**config.mk**
```make
export PLATFORM = sky130hd
export DESIGN_NAME = uart_irq_pwr
export DESIGN_NICKNAME = d
export VERILOG_FILES = /design/src/rtl/uirq_pkg.sv /design/src/rtl/uirq_flags.sv /design/src/rtl/uirq_rxedge.sv /design/src/rtl/uirq_pwr.sv /design/src/rtl/uart_irq_pwr.sv
export SDC_FILE = /design/constraint.sdc
export NUM_CORES = 1
export LEC_CHECK = 0
export CAP_MARGIN = 20
export CORE_MARGIN = 4
export CORE_UTILIZATION = 34
export DETAILED_ROUTE_END_ITERATION = 10
export PLACE_DENSITY = 0.76
export RECOVER_POWER = 50
export SLEW_MARGIN = 10
export SYNTH_ARGS = -nofsm -noshare
export SYNTH_HDL_FRONTEND = slang
export SYNTH_SLANG_ARGS = --single-unit
```
**constraint.sdc**
```tcl
create_clock -name clk -period 1.6 [get_ports clk]
set_clock_uncertainty 0.2 [all_clocks]
set_input_delay 0.48 -clock clk [delete_from_list [all_inputs] [get_ports clk]]
set_output_delay 0.48 -clock clk [all_outputs]
set_load 0.005 [all_outputs]
```
**src/rtl/uirq_pkg.sv**
```systemverilog
package uirq_pkg;
  localparam int unsigned NSRC     = 8;
  localparam int unsigned NEN      = 7;
  localparam int unsigned SRC_EDGE = 5;
  localparam int unsigned SRC_OVR  = 3;

  // Flags below the overrun slot map one-to-one onto enables; from the
  // overrun slot upward the index shifts down by one (overrun shares bit 2).
  function automatic int unsigned en_index(input int unsigned src);
    return (src < SRC_OVR) ? src : src - 1;
  endfunction
endpackage

```
**src/rtl/uirq_flags.sv**
```systemverilog
module uirq_flags #(
  parameter int unsigned NSRC = 8
) (
  input  logic            clk,
  input  logic            rst_n,
  input  logic [NSRC-1:0] set_i,
  input  logic [NSRC-1:0] clr_i,
  output logic [NSRC-1:0] flag_o
);
  logic [NSRC-1:0] flag_d, flag_q;

  always_comb begin
    flag_d = set_i | (flag_q & ~clr_i);
  end

  always_ff @(posedge clk or negedge rst_n) begin
    if (!rst_n) flag_q <= '0;
    else        flag_q <= flag_d;
  end

  assign flag_o = flag_q;
endmodule

```
**src/rtl/uirq_rxedge.sv**
```systemverilog
module uirq_rxedge #(
  parameter int unsigned SYNC_STAGES = 2
) (
  input  logic clk,
  input  logic rst_n,
  input  logic rxd_i,
  input  logic pol_i,
  output logic hit_o
);
  localparam int unsigned LAST = SYNC_STAGES - 1;

  logic [SYNC_STAGES-1:0] sync_d, sync_q;
  logic                   prev_d, prev_q;

  always_comb begin
    sync_d[0] = rxd_i;
    for (int i = 1; i < SYNC_STAGES; i++) sync_d[i] = sync_q[i-1];
    prev_d = sync_q[LAST];
  end

  always_ff @(posedge clk or negedge rst_n) begin
    if (!rst_n) begin
      sync_q <= '1;
      prev_q <= 1'b1;
    end else begin
      sync_q <= sync_d;
      prev_q <= prev_d;
    end
  end

  always_comb begin
    if (pol_i) hit_o = ~prev_q & sync_q[LAST];
    else       hit_o = prev_q & ~sync_q[LAST];
  end
endmodule

```
**src/rtl/uirq_pwr.sv**
```systemverilog
module uirq_pwr (
  input  logic clk,
  input  logic rst_n,
  input  logic stop_i,
  input  logic wait_i,
  input  logic halt_i,
  input  logic hit_i,
  output logic uclk_en_o,
  output logic wake_o,
  output logic abort_o
);
  logic gated;
  logic run_d, run_q;
  logic wake_d, wake_q;
  logic abort_d, abort_q;

  always_comb begin
    gated   = stop_i | (wait_i & halt_i);
    run_d   = ~gated;
    wake_d  = gated & (wake_q | hit_i);
    abort_d = 1'b0;
  end

  always_ff @(posedge clk or negedge rst_n) begin
    if (!rst_n) begin
      run_q   <= 1'b0;
      wake_q  <= 1'b0;
      abort_q <= 1'b1;
    end else begin
      run_q   <= run_d;
      wake_q  <= wake_d;
      abort_q <= abort_d;
    end
  end

  assign uclk_en_o = run_q;
  assign wake_o    = wake_q;
  assign abort_o   = abort_q;
endmodule

```
**src/rtl/uart_irq_pwr.sv**
```systemverilog
module uart_irq_pwr
  import uirq_pkg::*;
#(
  parameter int unsigned SYNC_STAGES = 2
) (
  input  logic            clk,
  input  logic            rst_n,
  input  logic [NSRC-1:0] src_set,
  input  logic [NSRC-1:0] src_clr,
  input  logic [NEN-1:0]  irq_en,
  input  logic            rx_pol,
  input  logic            rxd,
  input  logic            wait_mode,
  input  logic            wait_halt,
  input  logic            stop_mode,
  output logic            irq,
  output logic            uclk_en,
  output logic            wake_req,
  output logic            abort
);
  logic            edge_hit;
  logic [NSRC-1:0] set_vec;
  logic [NSRC-1:0] flag_q;
  logic [NSRC-1:0] en_vec;

  uirq_rxedge #(.SYNC_STAGES(SYNC_STAGES)) u_edge (
    .clk   (clk),
    .rst_n (rst_n),
    .rxd_i (rxd),
    .pol_i (rx_pol),
    .hit_o (edge_hit)
  );

  always_comb begin
    set_vec           = src_set;
    set_vec[SRC_EDGE] = src_set[SRC_EDGE] | edge_hit;
  end

  uirq_flags #(.NSRC(NSRC)) u_flags (
    .clk    (clk),
    .rst_n  (rst_n),
    .set_i  (set_vec),
    .clr_i  (src_clr),
    .flag_o (flag_q)
  );

  for (genvar g = 0; g < NSRC; g++) begin : g_en
    assign en_vec[g] = irq_en[en_index(g)];
  end

  assign irq = |(flag_q & en_vec);

  uirq_pwr u_pwr (
    .clk       (clk),
    .rst_n     (rst_n),
    .stop_i    (stop_mode),
    .wait_i    (wait_mode),
    .halt_i    (wait_halt),
    .hit_i     (edge_hit),
    .uclk_en_o (uclk_en),
    .wake_o    (wake_req),
    .abort_o   (abort)
  );
endmodule

```
After elaboration in Yosys (flattened, before gate mapping)
Index checks and enable logic that the tools add are counted.
- add/sub/neg operators: 0
- multipliers: 0
- div/mod/pow operators: 0
- order comparisons: 0
- equality and inequality tests: 0
- shifts and indexed selects: 0
- muxes and demuxes: 1
- bitwise gates (word level): 14
- reductions and logical operators: 1
- operators by type and width (operator ; number):
    $and 8x8->8 ; 2
    $not 8->8 ; 1
    $or 8x8->8 ; 1
    $reduce_or 8->1 ; 1
    $and 1x1->1 ; 4
    $not 1->1 ; 3
    $or 1x1->1 ; 3
    $mux 1 ; 1
- flip-flop bits (word level): 14
- latch bits: 0
- memory bits (writable): 0
- bits in read-only memories: 0
- bits of input ports: 30
- output and inout port bits: 4
- memories: 0

Logic depth before layout (Yosys ltp)
Gate-level depths: netlist of the first run.
- depth after elaboration: 5
- depth in mapped cells: 3
- mapped depth without buffers: 3

By module
From an unflattened synthesis of the first run, not the netlist that was laid out.
- cell total of the unflattened synthesis: 43
- area, all modules: 535.5 um^2
- modules (own cells, without submodules) (module ; times used ; cells an instance ; area an instance (um^2) ; seq. area each (um^2)):
    uirq_flags ; 1 ; 24 ; 290.3 ; 200.2
    uirq_rxedge ; 1 ; 6 ; 101.3 ; 78.8
    uirq_pwr ; 1 ; 7 ; 96.3 ; 76.3
    uart_irq_pwr ; 1 ; 6 ; 47.5 ; 0.0

Worst setup path before layout of the first run
OpenSTA, ideal clock, no wires.
- path kind: input-to-output
- from: in irq_en[1]
- to: out irq
- arrival time: 0.953 ns
- slack: -0.033 ns
- stages: 3
- path through: a22o_1 -> a221oi_2 -> nand3_1
- longest elaborated chain between the ends: 2
- RTL lines (element ; RTL line ; text):
    start: declaration ; uart_irq_pwr.sv:10 ; input logic [NEN-1:0] irq_en,
    $and 8x8->8 ; uart_irq_pwr.sv:51 ; assign irq = |(flag_q & en_vec);
    $reduce_or 8->1 ; uart_irq_pwr.sv:51 ;
    end: declaration ; uart_irq_pwr.sv:16 ; output logic irq,
Every way passes these cells.

Final worst setup path of the first run
- from: in irq_en[5]
- to: out irq
Same word-level chain as after synthesis.

==> flow_summary.json, run 1 <==
{
  "final.setup.worst_slack_ns": -0.391,
  "areaGrowthSynthToFinish_pct": 74.9,
  "fin_crit_sh_pct": 124,
  "worstPathCellList": "dlygate4sd2_1, a22o_1, a221oi_2, nand3_1, buf_2",
  "dpl.hpwl_um": 1040,
  "synth_top_family_by_area": "compound AO/OA/AOI/OAI gates",
  "drc": 0,
  "combPwrFrac_pct": 17.8,
  "p_clk_share_pct": 27.0,
  "die_w_um": 47.3,
  "clk_latency_ns": 0.28,
  "io_pins": 34,
  "placed_area_sq_um": 903,
  "fmax_ghz": 0.502,
  "vias": 456,
  "seq_area_frac_synth_pct": 67.8,
  "h-tree-depth": 1,
  "critical_path.max_fanout": 1,
  "clk_pin_slew_ns": 0.08,
  "vias_per_cell": 4.61,
  "syn_area_sq_um": 524,
  "worst_path_max_delay_cell": "dlygate4sd2_1",
  "max_stage_delay_ns": 0.23,
  "seq_power_share_pct": 55.2,
  "relSlewSlack_pct": 51.9,
  "cts_buffers": 3,
  "period_minus_slack_ns": 1.99,
  "track_usage_pct": 12.7,
  "wl_per_cell_um": 12.5,
  "ant_nets": 0,
  "synth_area_leaders": "dfrtp_1, dfstp_2, a21o_1",
  "clk_path_buf_depth": 2,
  "rsz0062_at_grt": "yes",
  "gp_congestion": 0.680,
  "yosys.area_share.adder_pct": 0,
  "cts_tree": "built",
  "initial_utilization_pct": 37.9,
  "overflow": 0,
  "die_area_sq_um": 2230,
  "startpoint_type": "input port",
  "power_switching_mw": 0.154,
  "die_y_um": 47.3,
  "drive_gt1_share_pct": 16.7,
  "switching_share_pct": 21.6,
  "fin_hold_ws_ns": 0.176,
  "yosys.area.top_type_share_pct": 47.7,
  "hold_viol_final": 0,
  "finalInstanceArea_sq_um": 917,
  "p_leak_nw": 0.432,
  "arrival_ns": 1.31,
  "grt_pass1_vias": 475,
  "cp.required_ns": 0.92,
  "grt_pass1_wl_um": 1820,
  "hold_path_class": "register to register",
  "max_cap_violations": 0,
  "worstSetupPathType": "input port to primary output",
  "nNetsFinal": 116,
  "violations": "negative setup slack",
  "syn_nets": 73,
  "design.core.area_sq_um": 1380,
  "p_per_area_nw_per_um2": 778,
  "crit_path_end_kind": "primary output",
  "synth_mux_area_share_pct": 0,
  "pre_cts_slack_ns": -0.919,
  "synth_area_leader_cell": "dfrtp_1",
  "antenna_found_initial": 0,
  "synth-xor-area-share_pct": 0,
  "grt_max_degree": 15,
  "p_total_mw": 0.714,
  "cts-root-buf": "clkbuf_4",
  "status": "complete, but fails checks",
  "syn-instance-count": 43,
  "antenna_cells": 0,
  "synth_compound_area_share_pct": 20.8,
  "yosys_warnings": 0,
  "cts_hold_buf": 0,
  "dr.pass1.iters": 2,
  "numPortBuffers": 33,
  "intPower_mw": 0.559,
  "slew_viol_final": 0,
  "setup_violations": 1,
  "ys_types": 14,
  "placementRows": 13,
  "vdd_drop_max_uv": 574,
  "yosys.area_share.simple_pct": 4.30,
  "avgSynthCellArea_sq_um": 12.2,
  "drt_iter0_markers": 1,
  "ys_ff_latch": 14,
  "worst_slew_pin_slew_ns": 0.721,
  "clkSinkCount": 14,
  "wl_um": 1240
}
==> cell type report <==
cell class / instances / area, sq um
fillers: 116 / 465
flip-flops and latches: 14 / 355
repair buffers: 38 / 352
multi-input cells: 20 / 135
inverters: 9 / 33.8
clock buffers: 3 / 22.5
well taps: 15 / 18.8
==> synth_stat cells (all sizes together) <==
library cell / count
a21o: 7
a21oi: 4
a221oi: 1
a22o: 1
a22oi: 1
conb: 1
dfrtp: 10
dfstp: 4
inv: 9
nand2: 1
nand3: 1
nor2b: 1
nor3b: 1
o21ai: 1
==> layer usage <==
metal / track usage [%] / vias to the layer above / routed length [um]
li1: - / 224 / -
met1: 9.59 / 204 / 396
met2: 22.7 / 24 / 637
met3: 8.81 / 4 / 178
met4: 7.73 / 0 / 24
met5: 0 / - / 0
==> worst max-delay path: cells and delay by family <==
family                 cells  cell delay, ns
buffers and inverters      2            0.37
AND/OR/NAND/NOR            1            0.09
AO/OA/AOI/OAI              2            0.38
==> power by group through the flow <==
stage          logic, mW  registers, mW  clock network [mW]
5_1_grt            0.138          0.396               0.220
4_1_cts            0.131          0.395               0.202
3_3_place_gp       0.132          0.399                   0
6_report           0.127          0.394               0.193
3_5_place_dp       0.135          0.401                   0
2_1_floorplan     0.0286          0.398                   0
==> timing repair <==
| action | 4_1_cts | 5_1_grt |
|---|---|---|
| pin swaps | 3 | 0 |
| setup buffers | 1 | 0 |
| gates resized for setup | 16 | 3 |
| endpoints found under the setup margin | 4 | 4 |
==> path summary, 6_finish.rpt <==
check	from	to	slack [ns]	cells past startpoint
min in group asynchronous	rst_n	u_pwr.wake_o$_DFF_PN0_	0.56	2
worst max-delay path	irq_en[5]	irq	-0.39	5
worst min-delay path	u_edge.sync_q[0]$_DFF_PN1_	u_edge.sync_q[1]$_DFF_PN1_	0.18	0
worst min register to register	u_edge.sync_q[0]$_DFF_PN1_	u_edge.sync_q[1]$_DFF_PN1_	0.18	0
worst max register to register	u_edge.prev_q$_DFF_PN1_	u_pwr.wake_o$_DFF_PN0_	0.42	3
max in group asynchronous	rst_n	u_flags.flag_o[3]$_DFF_PN0_	0.19	2
==> cell usage in the layout, fill, tap and decap left out, drive strengths merged, types with 3 or more instances in the layout <==
master / netlist / layout
a21oi: 4 / 4
a21o: 7 / 7
inv: 9 / 9
dfstp: 4 / 4
buf: 0 / 6
clkbuf: 0 / 5
clkdlybuf4s50: 0 / 23
dlygate4sd2: 0 / 3
dfrtp: 10 / 10
==> state kept, by name, summed over array words and instances (netlist names) <==
name	count
u_pwr.abort_o	1
u_edge.sync_q	2
u_edge.prev_q	1
u_pwr.uclk_en_o	1
u_pwr.wake_o	1
u_flags.flag_o	8
==> stage by stage <==
step / utilization, % / cells / setup TNS (ns)
finish: 66.3 / 99 / -0.391
global route: 66.3 / 99 / -0.486
CTS: 66.4 / 99 / -0.391
detailed placement: 65.3 / 95 / -1.02
global placement: 65.3 / 95 / -1.03
floorplan: - / 43 / -0.0204
==> cells by family after synthesis <==
family / Yosys count
other: 1
AOI/OAI and AO/OA: 15
and+or+nand+nor: 4
buffers and inverters: 9
DFF: 14
Note: power is estimated with default switching activity, not from simulation.
==> inputs of run 2 (changes only) <==
--- a/config.mk
+++ b/config.mk
@@ -9,6 +9,7 @@
 export CORE_MARGIN = 4
 export CORE_UTILIZATION = 34
 export DETAILED_ROUTE_END_ITERATION = 10
+export GPL_TIMING_DRIVEN = 0
 export PLACE_DENSITY = 0.76
 export RECOVER_POWER = 50
 export SLEW_MARGIN = 10
==> flow_summary.json, run 2 (synthesis results as in run 1) <==
{
  "status": "complete, but fails checks",
  "violations": "negative setup slack",
  "crit_family": "compound AO/OA/AOI/OAI gates",
  "placed_area_sq_um": 873,
  "io_pins": 34,
  "drt_iter0_markers": 1,
  "wl_um": 1130,
  "pre_cts_slack_ns": -0.934,
  "track_usage_pct": 10.4,
  "placementRows": 13,
  "h-tree-depth": 1,
  "dpl.hpwl_um": 902,
  "worst_path_max_delay_cell": "dlygate4sd2_1",
  "die_area_sq_um": 2230,
  "arrival_ns": 1.29,
  "cp.required_ns": 0.92,
  "setup_violations": 1,
  "cts_hold_buf": 0,
  "initial_utilization_pct": 37.9,
  "worstSetupPathType": "input port to primary output",
  "p_per_area_nw_per_um2": 835,
  "cts_tree": "built",
  "final.setup.worst_slack_ns": -0.373,
  "hold_path_class": "register to register",
  "die_y_um": 47.3,
  "period_minus_slack_ns": 1.97,
  "placed_cells": 91,
  "reg2reg_slack_ns": 0.40,
  "max_stage_delay_ns": 0.23,
  "fin_hold_ws_ns": 0.168,
  "r2r_cells": 3,
  "fin_crit_sh_pct": 123,
  "wl_per_cell_um": 11.7,
  "die_w_um": 47.3,
  "vias": 445,
  "gp_congestion": 0.666,
  "hold_viol_final": 0,
  "finalInstanceArea_sq_um": 903,
  "totalNegativeSetupSlack_ns": -0.373,
  "p_total_mw": 0.754,
  "critPathBufInv": 2,
  "drive_gt1_share_pct": 13.6,
  "slew_viol_final": 0,
  "crit_path_end_kind": "primary output",
  "p_leak_nw": 0.425,
  "cts-root-buf": "clkbuf_4",
  "dr.pass1.iters": 3,
  "final_common_cell": "clkdlybuf4s50_1",
  "instances_no_fill": 96,
  "design.core.area_sq_um": 1380,
  "hold_start": "u_edge.sync_q[0]$_DFF_PN1_",
  "ant_nets": 0,
  "critical_path.max_fanout": 1,
  "grt_max_degree": 15,
  "worst_slew_pin_slew_ns": 0.602,
  "vdd_drop_max_uv": 518,
  "numPortBuffers": 33,
  "r2r_end": "u_pwr.wake_o$_DFF_PN0_",
  "areaGrowthSynthToFinish_pct": 72.3,
  "drc": 0,
  "r2r_start": "u_edge.prev_q$_DFF_PN1_",
  "antenna_found_initial": 0,
  "worstPathCellList": "dlygate4sd2_1, a22o_1, a221oi_2, nand3_1, buf_2",
  "overflow": 0,
  "clk_path_buf_depth": 2,
  "clk_pin_slew_ns": 0.08,
  "relSlewSlack_pct": 59.7,
  "largest_reg_flops": 8,
  "hold_depth": 0,
  "nFillCells": 111,
  "fin_util_pct": 65.3,
  "fmax_ghz": 0.507,
  "nNetsFinal": 112,
  "grt_pass1_vias": 462,
  "antenna_cells": 0,
  "clkSinkCount": 14,
  "clk_latency_ns": 0.27,
  "max_cap_violations": 0,
  "rsz0062_at_grt": "yes",
  "layout_common_cells": "clkdlybuf4s50_1, dlygate4sd3_1, dfrtp_1, inv_1, a21o_1",
  "vias_per_cell": 4.64,
  "whs_endpoint": "u_edge.sync_q[1]$_DFF_PN1_",
  "startpoint_type": "input port",
  "grt_pass1_wl_um": 1590,
  "cts_buffers": 3
}
==> run 2: cell types whose count changed in the layout (fill, tap and decap cells not counted) <==
cell	before	now
buf_6	1	0
clkdlybuf4s50_1	23	15
clkbuf_8	0	1
clkdlybuf4s15_1	2	3
dlygate4sd3_1	2	10
clkbuf_2	1	0
buf_2	1	2
clkbuf_1	1	0
buf_4	4	1
==> run 2: worst max path at each step <==
stage                           startpoint   to  slack [ns]  depth (start not counted)
2_1_floorplan                    irq_en[1]  irq       -0.02                          3
3_3_place_gp                     irq_en[1]  irq       -0.91                          5
3_5_place_dp                     irq_en[1]  irq       -0.93                          5
4_1_cts        u_flags.flag_o[1]$_DFF_PN0_  irq       -0.39                          4
5_1_grt        u_flags.flag_o[1]$_DFF_PN0_  irq       -0.47                          4
6_report                         irq_en[5]  irq       -0.37                          5
==> run 2: worst reg2reg max path, delay by kind of cell (launching register included) <==
family,cells,cell delay [ns]
flops,1,0.53
simple gates,1,0.18
compound gates,2,0.22
==> run 2: cell type report <==
type,instances,area [sq um],area share [%]
Sequential cell,14,355,39.3
Timing Repair Buffer,34,324,35.9
Multi-Input combinational cell,20,135,15.0
Clock buffer,4,36.3,4.02
Inverter,9,33.8,3.74
Tap cell,15,18.8,2.08
==> run 2: what timing repair did <==
action / 4_1_cts / 5_1_grt
gates resized for setup: 16 / 1
pin swaps: 3 / 0
setup endpoints to repair: 4 / 4
setup buffers: 0 / 1
endpoints found under the hold margin: 0 / 0
gates cloned: 0 / 0
==> run 2: metal layers <==
layer	part of all wire, %	global-route usage [%]
met1	39	9.31
met2	47	19.0
met3	14	4.21
met4	0.89	6.63
met5	0	0
==> run 2: power breakdown <==
| group | internal (mW) | leakage [nW] | switching (mW) |
|---|---|---|---|
| sequential | 0.381 | 0.152 | 0.0121 |
| combinational | 0.0811 | 0.252 | 0.0336 |
| clock | 0.138 | 0.0210 | 0.109 |
| total | 0.600 | 0.425 | 0.155 |
==> inputs of run 3 (changes only) <==
--- a/config.mk
+++ b/config.mk
@@ -12,7 +12,6 @@
 export GPL_TIMING_DRIVEN = 0
 export PLACE_DENSITY = 0.76
 export RECOVER_POWER = 50
-export SLEW_MARGIN = 10
 export SYNTH_ARGS = -nofsm -noshare
 export SYNTH_HDL_FRONTEND = slang
 export SYNTH_SLANG_ARGS = --single-unit
==> results of run 3 <==
Final layout, timing and power as in run 2 (identical DEF).
